===== src/rtl/cas_pkg.sv =====
`timescale 1ns/1ps
package cas_pkg;
  localparam int NUM_LINES = 8;
  localparam int LINE_W    = $clog2(NUM_LINES);
  localparam int BASE_W    = 5;
  localparam int VEC_W     = BASE_W + LINE_W;

  typedef enum logic [1:0] {
    SEQ_IDLE = 2'd0,
    SEQ_P1LO = 2'd1,
    SEQ_P1HI = 2'd2,
    SEQ_P2LO = 2'd3
  } seq_state_t;
endpackage


===== src/rtl/cas_ack_seq.sv =====
`timescale 1ns/1ps
module cas_ack_seq #(
  parameter int ID_W = cas_pkg::LINE_W
) (
  input  logic            clk,
  input  logic            rst_n,
  input  logic            ack_n,
  input  logic [ID_W-1:0] cas_in,
  input  logic [ID_W-1:0] cfg_id,
  output logic            first_fall,
  output logic            second_fall,
  output logic            seq_end,
  output logic            hold_win,
  output logic            match_q,
  output logic [ID_W-1:0] id_q
);
  import cas_pkg::*;

  logic       ack_q;
  logic       fall_w, rise_w;
  seq_state_t st;

  assign fall_w      = ack_q & ~ack_n;
  assign rise_w      = ~ack_q & ack_n;
  assign first_fall  = fall_w && (st == SEQ_IDLE);
  assign second_fall = fall_w && (st == SEQ_P1HI);
  assign seq_end     = rise_w && (st == SEQ_P2LO);
  assign hold_win    = match_q && ((st == SEQ_P1LO) || (st == SEQ_P1HI));

  always_ff @(posedge clk or negedge rst_n) begin
    if (!rst_n) begin
      ack_q   <= 1'b1;
      st      <= SEQ_IDLE;
      match_q <= 1'b0;
      id_q    <= '0;
    end else begin
      ack_q <= ack_n;
      unique case (st)
        SEQ_IDLE: if (fall_w) begin
          st      <= SEQ_P1LO;
          match_q <= (cas_in == cfg_id);
          id_q    <= cfg_id;
        end
        SEQ_P1LO: if (rise_w) st <= SEQ_P1HI;
        SEQ_P1HI: if (fall_w) st <= SEQ_P2LO;
        SEQ_P2LO: if (rise_w) begin
          st      <= SEQ_IDLE;
          match_q <= 1'b0;
        end
        default: st <= SEQ_IDLE;
      endcase
    end
  end
endmodule


===== src/rtl/cas_prio_pick.sv =====
`timescale 1ns/1ps
module cas_prio_pick #(
  parameter int N   = cas_pkg::NUM_LINES,
  parameter int LW  = $clog2(N)
) (
  input  logic [N-1:0]  req,
  input  logic [N-1:0]  isr,
  output logic          any_above,
  output logic          found,
  output logic [LW-1:0] line
);
  // Lines strictly above the highest-priority in-service line.
  function automatic logic [N-1:0] above_mask(input logic [N-1:0] s);
    logic [N-1:0] m;
    logic         stop;
    m    = '0;
    stop = 1'b0;
    for (int i = 0; i < N; i++) begin
      if (s[i]) stop = 1'b1;
      if (!stop) m[i] = 1'b1;
    end
    return m;
  endfunction

  logic [N-1:0] eligible;
  assign eligible  = req & above_mask(isr);
  assign any_above = |eligible;

  always_comb begin
    found = 1'b0;
    line  = LW'(N - 1);
    for (int i = N - 1; i >= 0; i--) begin
      if (eligible[i]) begin
        found = 1'b1;
        line  = LW'(i);
      end
    end
  end
endmodule


===== src/rtl/cas_isr_bank.sv =====
`timescale 1ns/1ps
module cas_isr_bank #(
  parameter int N  = cas_pkg::NUM_LINES,
  parameter int LW = $clog2(N)
) (
  input  logic          clk,
  input  logic          rst_n,
  input  logic          set_en,
  input  logic [LW-1:0] set_line,
  input  logic          eoi,
  output logic [N-1:0]  isr
);
  function automatic logic [N-1:0] lowest_set(input logic [N-1:0] s);
    return s & (~s + 1'b1);
  endfunction

  logic [N-1:0] after_eoi;
  logic [N-1:0] set_vec;

  assign after_eoi = eoi ? (isr & ~lowest_set(isr)) : isr;

  genvar g;
  generate
    for (g = 0; g < N; g++) begin : g_set
      assign set_vec[g] = set_en && (set_line == LW'(g));
    end
  endgenerate

  always_ff @(posedge clk or negedge rst_n) begin
    if (!rst_n) isr <= '0;
    else        isr <= after_eoi | set_vec;
  end
endmodule


===== src/rtl/cas_slave_responder.sv =====
`timescale 1ns/1ps
module cas_slave_responder #(
  parameter int N_LINES = cas_pkg::NUM_LINES,
  parameter int BASE_W  = cas_pkg::BASE_W,
  localparam int LW     = $clog2(N_LINES),
  localparam int VW     = BASE_W + LW
) (
  input  logic              clk,
  input  logic              rst_n,
  input  logic [N_LINES-1:0] req_in,
  input  logic [LW-1:0]     cfg_id,
  input  logic [BASE_W-1:0] cfg_base,
  input  logic [LW-1:0]     cas_in,
  input  logic              ack_n,
  input  logic              eoi,
  output logic              int_out,
  output logic [VW-1:0]     vec_out,
  output logic              vec_oe,
  output logic              id0_conflict
);
  logic              first_fall_w, second_fall_w, seq_end_w, hold_w, match_w;
  logic [LW-1:0]     id_w;
  logic              any_above_w, found_w;
  logic [LW-1:0]     pick_w;
  logic [N_LINES-1:0] isr_w;
  logic              set_w;
  logic [LW-1:0]     line_q;
  logic              oe_q;
  logic [VW-1:0]     vec_q;

  cas_ack_seq #(.ID_W(LW)) u_seq (
    .clk(clk), .rst_n(rst_n), .ack_n(ack_n), .cas_in(cas_in), .cfg_id(cfg_id),
    .first_fall(first_fall_w), .second_fall(second_fall_w), .seq_end(seq_end_w),
    .hold_win(hold_w), .match_q(match_w), .id_q(id_w)
  );

  cas_prio_pick #(.N(N_LINES), .LW(LW)) u_pick (
    .req(req_in), .isr(isr_w), .any_above(any_above_w),
    .found(found_w), .line(pick_w)
  );

  // Matching is evaluated on the same edge the sequencer latches it.
  assign set_w = first_fall_w && (cas_in == cfg_id) && found_w;

  cas_isr_bank #(.N(N_LINES), .LW(LW)) u_isr (
    .clk(clk), .rst_n(rst_n), .set_en(set_w), .set_line(pick_w),
    .eoi(eoi), .isr(isr_w)
  );

  always_ff @(posedge clk or negedge rst_n) begin
    if (!rst_n) begin
      line_q <= '0;
      oe_q   <= 1'b0;
      vec_q  <= '0;
    end else begin
      if (first_fall_w) line_q <= pick_w;
      if (second_fall_w && match_w) begin
        oe_q  <= 1'b1;
        vec_q <= {cfg_base, line_q};
      end else if (seq_end_w) begin
        oe_q  <= 1'b0;
        vec_q <= '0;
      end
    end
  end

  assign int_out      = hold_w | any_above_w;
  assign vec_oe       = oe_q;
  assign vec_out      = vec_q;
  assign id0_conflict = oe_q && (id_w == '0);
endmodule


===== config.mk =====
export PLATFORM = sky130hd
export DESIGN_NAME = cas_slave_responder
export DESIGN_NICKNAME = d
export VERILOG_FILES = /design/src/rtl/cas_pkg.sv /design/src/rtl/cas_ack_seq.sv /design/src/rtl/cas_prio_pick.sv /design/src/rtl/cas_isr_bank.sv /design/src/rtl/cas_slave_responder.sv
export SDC_FILE = /design/constraint.sdc
export NUM_CORES = 1
export LEC_CHECK = 0
export BUFFER_PORTS_ARGS = -buffer_cell sky130_fd_sc_hd__buf_2
export CORE_MARGIN = 4
export CORE_UTILIZATION = 35
export CTS_CLUSTER_SIZE = 30
export DETAILED_ROUTE_END_ITERATION = 16
export HOLD_SLACK_MARGIN = 0.15
export PLACE_DENSITY_LB_ADDON = 0.12
export SYNTH_ARGS = -nofsm -noshare
export SYNTH_HDL_FRONTEND = slang
export SYNTH_HIERARCHICAL = 1
export SYNTH_SLANG_ARGS = --single-unit

===== constraint.sdc =====
create_clock -name clk -period 2.5 [get_ports clk]
set_clock_uncertainty 0.1 [all_clocks]
set_input_delay 0.25 -clock clk [delete_from_list [all_inputs] [get_ports clk]]
set_output_delay 0.25 -clock clk [all_outputs]
set_load 0.02 [all_outputs]

## Yosys cells after proc, flatten, opt, wreduce, memory -nomap -nowiden

Index checks and enable logic that the tools add are counted.

| cells by class | value |
|---|---|
| $add $sub $neg | 1 |
| equality and inequality tests | 15 |
| multiplexer cells | 44 |
| bitwise gates (word level) | 11 |
| reduce and logical (&&, ||, !) cells | 26 |

Operators by type and width:

| cell | number |
|---|---|
| 1-bit two-way mux | 29 |
| 8-bit AND | 3 |
| 8-bit two-way mux | 3 |
| 1-bit logical AND | 16 |
| 8-bit NOT | 2 |
| 3-bit equality test, second input constant | 4 |
| 2-bit two-way mux | 6 |
| 3-bit two-way mux | 4 |
| 8-bit by 1-bit adder with 8-bit output, second input constant | 1 |
| 2-bit by 1-bit inequality test with 1-bit output, second input constant | 4 |
| 8-bit bitwise OR | 1 |
| 2-bit case mux with 4 select lines | 1 |
| 8-bit OR reduction | 1 |
| 3-bit by 2-bit equality test with 1-bit output, second input constant | 2 |
| 3-bit logical NOT | 2 |
| 2-bit equality test, second input constant | 2 |
| 4-bit AND reduction | 1 |
| 2-bit nonzero test | 2 |
| 3-bit by 1-bit equality test with 1-bit output, second input constant | 1 |
| 3-bit equality test | 1 |
| 3-bit AND reduction | 1 |
| 1-bit AND | 2 |
| 2-bit by 1-bit equality test with 1-bit output, second input constant | 1 |
| 2-bit logical NOT | 1 |
| other kinds (5) | 6 |

| storage, ports and cells | value |
|---|---|
| register bits after elaboration | 27 |
| bits of input ports | 23 |
| output and inout port bits | 11 |
| word-level logic and storage cells | 105 |

## Depth between registers and ports, before layout

| logic depth | value |
|---|---|
| depth in word-level cells | 21 |
| mapped depth | 8 |
| depth with buffers taken out | 8 |

## Cells and area by module

Netlist, hierarchy kept.

Modules (own cells, without submodules):

| module | instances | cells an instance | area each (um^2) | seq. area each (um^2) |
|---|---|---|---|---|
| cas_slave_responder | 1 | 52 | 595.6 | 300.3 |
| cas_ack_seq | 1 | 41 | 475.5 | 176.4 |
| cas_isr_bank | 1 | 32 | 350.3 | 200.2 |
| cas_prio_pick | 1 | 26 | 160.2 | 0.0 |

## Worst setup path after synthesis

OpenSTA, ideal clock, no wires.

| timing | value |
|---|---|
| kind | register to register |
| start | register u_isr.isr[0] |
| end | register u_isr.isr[0] |
| library setup time | 0.101 ns |
| arrival time | 1.629 ns |
| data required time | 2.299 ns |
| path slack | 0.670 ns |
| stages on the path, launching flop included | 8 |
| buffers on the path | 0 |
| period minus slack after synthesis | 1.830 ns |
| cell sequence | dfrtp_1 > nor3_2 > nor3b_4 > a211o_1 > nand2_1 > nor4_1 > nand2b_1 > o32ai_1 |

| between the ends | value |
|---|---|
| cells in the longest elaborated chain, start to end | 21 |
| elaborated cells between the ends (all ways) | 42 |
| those cells by class | add/sub (1); mux (32); bitwise (6); reduce/logical (3) |

RTL lines:

| element | RTL line | source |
|---|---|---|
| start: declaration | cas_isr_bank.sv:11 | `output logic [N-1:0] isr` |
| start signal: assignment | cas_isr_bank.sv:31 | `else isr <= after_eoi \| set_vec;` |
| 1-bit two-way mux (*) | cas_prio_pick.sv:19 | `if (s[i]) stop = 1'b1;` |
| 1-bit two-way mux (7 in series) | cas_prio_pick.sv:19 |  |
| 1-bit two-way mux | cas_prio_pick.sv:20 | `if (!stop) m[i] = 1'b1;` |
| 8-bit AND (*) | cas_prio_pick.sv:26 | `assign eligible = req & above_mask(isr);` |
| 1-bit two-way mux (7 in series) | cas_prio_pick.sv:33 | `if (eligible[i]) begin` |
| 1-bit two-way mux (*) | cas_prio_pick.sv:33 |  |
| named net found_w | cas_slave_responder.sv:23 | `logic any_above_w, found_w;` |
| 1-bit logical AND (*) | cas_slave_responder.sv:43 | `assign set_w = first_fall_w && (cas_in == cfg_id) && found_w;` |
| named net set_w | cas_slave_responder.sv:26 | `logic set_w;` |
| 1-bit logical AND (*) | cas_isr_bank.sv:25 | `assign set_vec[g] = set_en && (set_line == LW'(g));` |
| 8-bit bitwise OR (*) | cas_isr_bank.sv:31 |  |

The timed path passes the listed nets; every way through them passes the cells marked *.
A chain may end at the register's enable or synchronous reset.

## Worst setup path in the final report

| timing | value |
|---|---|
| start | register u_isr.isr[5] |
| end | output int_out |

| between the ends | value |
|---|---|
| cells in the longest elaborated chain, start to end | 7 |
| elaborated cells between the ends (all ways) | 9 |
| those cells by class | mux (6); bitwise (2); reduce/logical (1) |

RTL lines:

| element | RTL line | source |
|---|---|---|
| 1-bit two-way mux (*) | cas_prio_pick.sv:19 |  |
| 1-bit two-way mux (2 in series) | cas_prio_pick.sv:19 |  |
| 1-bit two-way mux | cas_prio_pick.sv:20 |  |
| 8-bit AND (*) | cas_prio_pick.sv:26 |  |
| 8-bit OR reduction (*) | cas_prio_pick.sv:27 | `assign any_above = \|eligible;` |
| named net any_above_w | cas_slave_responder.sv:23 |  |
| 1-bit bitwise OR (*) | cas_slave_responder.sv:67 | `assign int_out = hold_w \| any_above_w;` |
| end: declaration | cas_slave_responder.sv:16 | `output logic int_out,` |

Marked as above.

==> reports/qor.txt <==
status: complete, no violations
Setup crit start kind: register
pre-CTS setup slack: 311 ps
GRT Total Usage: 0.130
crit path max fanout: 6
placed cell count: 233
layout net count: 223
DR iter-0 viols: 70
share of the synthesized area in the top cell type: 0.411
CTS buffer count: 3
maximum VDD drop: 0.000522 V
final hold violation count: 0
Final Worst Setup Slack: 283 ps
CTS tree: yes
wirelength, routed: 3.42 mm
Yosys warning count: 6
fmax: 451 MHz
area of the multi-input gates: 840 µm²
pwr dens: 756 mW/mm²
Yosys top cell by area: dfrtp_1
worst endpoint data arrival time: 1870 ps
Ant. Diodes: 0
IO Port Bufs: 33
# IOs: 34
Worst Max-Slew Pin Slew: 592 ps
DRT Pass-1 Iters: 4
most numerous cell in the Yosys netlist: dfrtp_1
initial antenna violation count: 0
via count: 1223
min cycle time layout: 2220 ps
Critical Path Start: u_isr/isr[5]
Reg area: 677 µm²
core area: 0.00435 mm²
#FFs+latches synth: 27
fraction of layout cells with a size suffix above 1: 0.347
Skew-Pair Late Insertion Delay: 270 ps
Slew Limit Fails: 0
Initial Utilization: 0.363
Worst Setup End Kind: primary output
setup TNS: 0 ps
Final ANT Viol Nets: 0
total of max-cap violations: 0
largest net degree at the start of global routing: 28
hold path start: cfg_id[1]
Die Y: 75.2 µm
Remaining Overflow, GRT: 0
Primary FF master, synth: dfrtp_1
WL per Instance: 14.0 µm
FF-to-FF setup slack: 390 ps
FP Rows: 24
r2r startpoint: u_seq/st[0]
reg2reg path depth: 8
Finished Layout Cells: 245
HP Class: in -> reg
register area share after synthesis: 0.428
# DRC: 0
Syn Inst Count: 151
crit path kind: reg -> out
vias in the first global route: 1223
Finish-stage setup viols: 0
CTS H-tree lvls: 1
Mean Syn Cell Area: 10.5 µm²
syn_nets: 180
Synth async-reset ratio: 1.00
unrepaired setup endpoints after global routing: false
DP HPWL: 2.60 mm
Final Util: 0.440
Max-Slew Margin vs Limit: 0.604
synthesized area: 0.00158 mm²
Clock Sinks: 27
clk slew on worst S/H paths: 100 ps
Post-synth top cells: 26 x dfrtp_1, 12 x nand2b_1, 11 x inv_1, 9 x o21ai_2
final worst-path cycle share: 0.887
vias per cell: 4.99
largest cells by area after synthesis: dfrtp_1 41%, o21ai_2 5.0%, ha_1 4.7%
Routability Congestion: 0.761
CTS Buffer Depth: 2
Post-synth EDFFs: 0
first-pass GRT wire length: 5.72 mm
P&R area growth vs syn: 21.0%
die width: 75.2 µm
hold depth: 2
Synth cell types: 40
die area: 0.00566 mm²
Lkg Pwr: 0.906 nW
WP data required: 2150 ps
clock root buffer: clkbuf_8
Filler cells: 424
## flip-flops by register name, summed over array words and instances (netlist names)
name and cells:
u_isr/isr 8, vec_out 8, line_q 3, u_seq/id_q 3, u_seq/st 2, u_seq/ack_q 1
u_seq/match_q 1, vec_oe 1
## layout make-up
type                    instances  share of cell area
well taps                      52              0.0340
clock buffers                   3              0.0216
inverters                      11              0.0216
flip-flops and latches         27               0.354
multi-input cells             110               0.439
clock inverters                 1             0.00261
repair buffers                 41               0.128
## per-stage QoR
step	hold WS [ps]	cell area [µm²]	total power [mW]
after floorplan	-146	1580	1.04
after global placement	191	1780	1.18
after detailed placement	206	1780	1.20
after CTS	156	1910	1.46
after global routing	154	1910	1.55
final	166	1910	1.45
## per-layer routing
layer  routed length [µm]  global-route usage  vias to the layer above  part of all wire
li1                     -                   -                      618                 -
met1                 1650               0.181                      586              0.48
met2                 1620               0.212                       17              0.47
met3                  133              0.0307                        2             0.039
met4                   15              0.0175                        0            0.0044
met5                    0                   0                        -                 0
## worst max-delay path, cell delays in order, from the launching register on
cell	delay, ps
dfrtp_1	460
inv_1	60
a21oi_1	200
o31ai_1	140
a211o_1	300
or2_2	280
buf_2	160
## worst paths after layout
| path | end |
|---|---|
| setup / recovery | int_out |
| hold / removal | u_seq/id_q[1] |
| setup reg to reg | u_isr/isr[0] |
| min in group asynchronous | u_isr/isr[7] |
| hold reg to reg | u_isr/isr[7] |
| max in group asynchronous | vec_out[3] |
## cell families (layout without fill, tap and decap cells)
group,count (synthesis),in the layout,share of synthesized area
flops,27,27,0.428
fa+ha+maj,6,6,0.0475
mux,9,9,0.0680
buf+inv,14,56,0.0451
compound gates,36,36,0.170
xor+xnor,6,6,0.0332
simple gates,53,53,0.208
## placed cells by master (no fill, tap or decap), drive strengths merged, types with 3 or more instances in the layout
cell type and instances:
nor2 8, inv 11, ha 6, dlygate4sd3 8, nand2 7, nand2b 12, dfrtp 26, o21ai 20
xor2 6, nand3 8, clkbuf 3, mux2 8, a21oi 4, o31ai 3, buf 33, and2 3
nor4b 3
## what timing repair did
action / 4_1_cts / 5_1_grt
hold buffers: 8 / 0
setup endpoints to repair: 0 / 1
hold endpoints to repair: 33 / 0
buffers inserted: 0 / 0
gates resized for setup: 0 / 1
## report_power, final
part	switching (mW)	total [mW]	leakage, nW	internal (mW)
sequential	0.0800	0.623	0.359	0.543
combinational	0.301	0.578	0.521	0.277
clock	0.135	0.247	0.0255	0.112
total	0.517	1.45	0.906	0.931
No activity file was read; power rests on OpenSTA's default activity.
